File: src/rtl/loop_pred_pkg.sv
package loop_pred_pkg;

   // Decision produced for one loop-branch execution
   typedef struct packed {
      logic taken;
      logic pred;
      logic rot;
   } lp_act_t;

   localparam lp_act_t LP_ACT_IDLE = '{taken: 1'b0, pred: 1'b0, rot: 1'b0};

endpackage

File: src/rtl/lp_downcnt.sv
module lp_downcnt #(
   parameter int W = 4
) (
   input  logic         clk,
   input  logic         rst_n,
   input  logic         load,
   input  logic [W-1:0] load_val,
   input  logic         dec,
   output logic [W-1:0] cnt
);

   if (W < 1 || W > 32) begin : g_bad_w
      $error("lp_downcnt: W out of range");
   end

   localparam logic [W-1:0] ONE = W'(1);

   always_ff @(posedge clk or negedge rst_n) begin
      if (!rst_n)                 cnt <= '0;
      else if (load)              cnt <= load_val;
      else if (dec && cnt != '0)  cnt <= cnt - ONE;
   end

   AST_NO_WRAP: assert property (@(posedge clk) disable iff (!rst_n)
      (cnt == '0 && !load) |=> cnt == '0);

   AST_LOAD_TAKES: assert property (@(posedge clk) disable iff (!rst_n)
      load |=> cnt == $past(load_val));

endmodule

File: src/rtl/lp_decide.sv
module lp_decide
   import loop_pred_pkg::*;
#(
   parameter int LC_W = 8,
   parameter int EC_W = 4
) (
   input  logic            br_go,
   input  logic [LC_W-1:0] lc,
   input  logic [EC_W-1:0] ec,
   output lp_act_t         act,
   output logic            lc_dec,
   output logic            ec_dec
);

   localparam logic [EC_W-1:0] EC_ONE = EC_W'(1);

   logic lc_nz, ec_nz, ec_more;

   always_comb begin
      lc_nz   = (lc != '0);
      ec_nz   = (ec != '0);
      ec_more = (ec > EC_ONE);
      act       = LP_ACT_IDLE;
      act.taken = br_go & (lc_nz | ec_more);
      act.pred  = br_go & lc_nz;
      act.rot   = br_go & (lc_nz | ec_more);
      lc_dec    = br_go & lc_nz;
      ec_dec    = br_go & ~lc_nz & ec_nz;
   end

endmodule

File: src/rtl/loop_pred_ctrl.sv
module loop_pred_ctrl
   import loop_pred_pkg::*;
#(
   parameter int LC_W    = 8,
   parameter int EC_W    = 4,
   parameter bit OUT_REG = 1'b0
) (
   input  logic            clk,
   input  logic            rst_n,
   input  logic            trip_ld,
   input  logic [LC_W-1:0] trip_val,
   input  logic            drain_ld,
   input  logic [EC_W-1:0] drain_val,
   input  logic            br_exec,
   output logic            br_taken,
   output logic            stage_pred,
   output logic            base_rot,
   output logic            busy
);

   if (LC_W < 1 || LC_W > 32) begin : g_bad_lc
      $error("loop_pred_ctrl: LC_W out of range");
   end
   if (EC_W < 1 || EC_W > 32) begin : g_bad_ec
      $error("loop_pred_ctrl: EC_W out of range");
   end

   logic [LC_W-1:0] lc_q;
   logic [EC_W-1:0] ec_q;
   logic            br_go, lc_dec, ec_dec;
   lp_act_t         act;

   assign br_go = br_exec & ~trip_ld & ~drain_ld;

   lp_downcnt #(.W(LC_W)) u_trip (
      .clk(clk), .rst_n(rst_n), .load(trip_ld), .load_val(trip_val),
      .dec(lc_dec), .cnt(lc_q)
   );

   lp_downcnt #(.W(EC_W)) u_drain (
      .clk(clk), .rst_n(rst_n), .load(drain_ld), .load_val(drain_val),
      .dec(ec_dec), .cnt(ec_q)
   );

   lp_decide #(.LC_W(LC_W), .EC_W(EC_W)) u_decide (
      .br_go(br_go), .lc(lc_q), .ec(ec_q),
      .act(act), .lc_dec(lc_dec), .ec_dec(ec_dec)
   );

   assign busy = (lc_q != '0) | (ec_q != '0);

   if (OUT_REG) begin : g_out_reg
      lp_act_t act_q;
      always_ff @(posedge clk or negedge rst_n) begin
         if (!rst_n) act_q <= LP_ACT_IDLE;
         else        act_q <= act;
      end
      assign br_taken   = act_q.taken;
      assign stage_pred = act_q.pred;
      assign base_rot   = act_q.rot;
   end else begin : g_out_comb
      assign br_taken   = act.taken;
      assign stage_pred = act.pred;
      assign base_rot   = act.rot;

      AST_IDLE_QUIET: assert property (@(posedge clk) disable iff (!rst_n)
         !br_exec |-> !br_taken && !stage_pred && !base_rot);

      AST_EXIT_NO_ROT: assert property (@(posedge clk) disable iff (!rst_n)
         (br_go && lc_q == '0 && ec_q <= EC_W'(1)) |-> !br_taken && !base_rot);

      AST_LOAD_BLOCKS: assert property (@(posedge clk) disable iff (!rst_n)
         (trip_ld || drain_ld) |-> !br_taken && !base_rot && !stage_pred);
   end

   AST_TRIP_DEC: assert property (@(posedge clk) disable iff (!rst_n)
      (br_go && lc_q != '0) |=> lc_q == $past(lc_q) - LC_W'(1));

   AST_DRAIN_HOLD: assert property (@(posedge clk) disable iff (!rst_n)
      (br_go && lc_q != '0) |=> ec_q == $past(ec_q));

   AST_DRAIN_DEC: assert property (@(posedge clk) disable iff (!rst_n)
      (br_go && lc_q == '0 && ec_q != '0) |=> ec_q == $past(ec_q) - EC_W'(1));

   AST_HOLD_IDLE: assert property (@(posedge clk) disable iff (!rst_n)
      (!br_exec && !trip_ld && !drain_ld) |=> $stable(lc_q) && $stable(ec_q));

endmodule

File: config.mk
export PLATFORM = sky130hd
export DESIGN_NAME = loop_pred_ctrl
export DESIGN_NICKNAME = d
export VERILOG_FILES = /design/src/rtl/loop_pred_pkg.sv /design/src/rtl/lp_downcnt.sv /design/src/rtl/lp_decide.sv /design/src/rtl/loop_pred_ctrl.sv
export SDC_FILE = /design/constraint.sdc
export NUM_CORES = 1
export LEC_CHECK = 0
export ABC_AREA = 1
export BUFFER_PORTS_ARGS = -buffer_cell sky130_fd_sc_hd__buf_2
export CELL_PAD_IN_SITES_DETAIL_PLACEMENT = 0
export CELL_PAD_IN_SITES_GLOBAL_PLACEMENT = 1
export CORE_UTILIZATION = 40
export CTS_BUF_LIST = sky130_fd_sc_hd__clkbuf_8
export DETAILED_ROUTE_END_ITERATION = 8
export HOLD_SLACK_MARGIN = 0.02
export PLACE_DENSITY = 0.83
export RECOVER_POWER = 100
export SLEW_MARGIN = 20
export SYNTH_ARGS = -nofsm -noshare
export SYNTH_HDL_FRONTEND = slang
export SYNTH_SLANG_ARGS = --single-unit
File: constraint.sdc
create_clock -name clk -period 4.7 [get_ports clk]
set_clock_uncertainty 0.1 [all_clocks]
set_input_delay 1.175 -clock clk [delete_from_list [all_inputs] [get_ports clk]]
set_output_delay 1.175 -clock clk [all_outputs]
set_load 0.1 [all_outputs]
==> impl_results.md <==
- CTS Buf Count: 3
- 1st-iter DRT viols: 10
- Post-Synthesis Cells: 137
- Detailed Route WL: 2050 um
- DRT Pass-1 Iters: 4
- WP data required: 3.42 ns
- Vias in the first global route: 836
- Port bufs: 20
- Yosys reg bits: 12
- Synth area leaders: dfrtp_1, nand2_1, nand3_1
- Synth-to-layout area growth: 15.1%
- Max cap viols: 0
- Pwr dens: 350 nW/um^2
- Total number of vias: 905
- Netlist cell types: 22
- First-pass GRT wire length: 3760 um
- RR Startpoint: u_trip.cnt[0]
- Post-synthesis simple-gate area fraction: 41.2%
- Leading area contributor after synthesis: dfrtp_1
- Synthesized area per cell: 6.98 sq um
- # H-tree levels: 1
- Max-slew violations: 0
- Sink Count: 12
- P_leak: 0.583 nW
- Remaining DRCs: 0
- Slew margin rel.: 23.0%
- Gates resized, CTS repair: 0
- Synth Net Count: 158
- Fillers: 272
- Synth async-reset ratio: 100%
- Share of cells above drive strength 1: 20.1%
- Slew @ Worst Pin: 1.16 ns
- Mux cell area share after synthesis: 0%
- Finished Layout Cells: 187
- Core area: 2230 sq um
- EDFF count, synth: 0
- Critical path type: in -> out
- Sequential area share after synthesis: 31.4%
- Compound-gate portion of the synthesized area: 12.6%
- Die height: 50.9 um
- CTS tree: done
- Initial Utilization: 42.8%
- Hold_buf cts: 0
- Number of I/O pins: 21
- Final Setup Violations: 0
- CTS Buffer Depth: 2
- Fmax: 244 MHz
- Setup TNS: 0 ns
- CP Max Fanout: 11
- ANT nets after route: 0
- RSZ-0062 raised after global routing: false
- Initial antenna violation count: 0
- Status: completed
- Setup crit end kind: output port
- Root buffer cell: clkbuf_8
- Startpoint Class: input pin
- Placed Instances: 183
- Worst vdd ir: 0.000294 V
- XOR/XNOR share of the synthesized area: 0.916%
- Antenna diodes: 0
- Largest net degree at the start of global routing: 13
- Synthesis Warnings: 0
- Fin. Hold Viols: 0
- Design area: 1100 sq um
- Count leader, synth: nand2_1
- Hold Startpoint: u_trip.cnt[7]
- RePlAce Congestion: 0.816
- Top_reg_cell synth: dfrtp_1
- # nets final: 181
- DP HPWL: 1610 um
- Setup bufs post-CTS: 0
- Largest family of logic cells by synthesized area: simple AND/OR/NAND/NOR gates
- Adder-cell share of the synthesized area: 5.24%
- Tcrit/Tclk final: 87.2%
- Total gr overflow: 0
- Area post-placement: 1080 sq um
- Power Total: 0.385 mW
- Cell Area, Synth: 956 sq um
- Setup crit start: trip_ld
- DR WL/cell: 11.0 um
- Clock Latency Late Sink: 0.24 ns
- GRT Util Overall: 19.7%
- Via density: 4.84
- Post-route minimum period: 4.10 ns
- DIE AREA: 2590 sq um
- Die Width: 50.9 um
- HP Class: reg -> reg
- FP Rows: 17
- Top cell type's share of synthesized area: 31.4%
- Clock slew at reported path FFs: 0.06 ns
- Commonest cells in the synthesized netlist: nand2_1, inv_1, nand3_1
- Crit path DAT: 2.82 ns
-- critical path, stage by stage --
cell and delay (ns):
buf_2 0.16, clkinvlp_2 0.24, nand3_1 0.17, nor2_2 0.19
clkbuf_1 0.88
-- cell families after synthesis --
group,Yosys count
fa+ha+maj,4
xor+xnor,1
compound gates,18
buf+inv,20
simple gates,82
flops,12
-- per-stage QoR --
stage	utilization, %	hold WS (ns)	setup WS [ns]
5_1_grt	49.2	0.481	0.507
6_report	49.2	0.432	0.602
3_3_place_gp	48.3	0.422	1.12
3_5_place_dp	48.3	0.427	1.08
4_1_cts	50.8	0.440	1.08
2_1_floorplan	-	0.393	0.756
-- metal layers --
metal	up-vias	global-route usage [%]	part of all wire (%)
met1	404	30.0	53
met5	-	0	0
li1	478	-	-
met3	2	4.17	4.2
met2	21	26.2	42
met4	0	8.33	1.3
-- worst paths after layout --
path	endpoint	slack, ns	depth (start not counted)
hold / removal	u_trip.cnt[7]	0.43	2
max in group asynchronous	u_trip.cnt[0]	3.21	1
hold reg to reg	u_trip.cnt[7]	0.43	2
setup reg to reg	u_trip.cnt[1]	2.95	7
min in group asynchronous	u_trip.cnt[5]	0.85	1
setup / recovery	stage_pred	0.60	5
-- layout by cell type (no fill, tap or decap) --
cell type   netlist  routed
buf_2             1      17
clkbuf_1          0       3
clkbuf_8          0       4
clkinvlp_2        0       1
dfrtp_1          12      12
ha_1              4       4
inv_1            15      16
inv_2             2       1
nand2_1          45      47
nand2_2           2       1
nand2_4           2       1
nand3_1          15      16
nand4_1           2       2
nor2_1           10      11
nor2_2            2       1
nor2_4            2       2
nor2_8            1       1
o21ai_0          11      15
o21ai_2           5       2
o21ai_4           1       1
xnor2_1           1       1
-- sequential cells by signal, indices dropped and copies added, names as in the netlist --
signal       flops
u_drain.cnt      4
u_trip.cnt       8
-- where the power goes --
part	internal [mW]	leakage, nW	switching [mW]
clock	0.0741	0.0288	0.0413
combinational	0.0443	0.406	0.0869
sequential	0.120	0.148	0.0193
total	0.238	0.583	0.147
-- final cells by class --
class,instances,area [sq um],share of cell area [%]
Multi-Input combinational cell,105,544,49.5
Timing Repair Buffer,20,96.3,8.76
Inverter,18,68.8,6.26
Tap cell,28,35.0,3.19
Clock buffer,4,55.1,5.01
Sequential cell,12,300,27.3
Power figures use the tool's default switching activity.
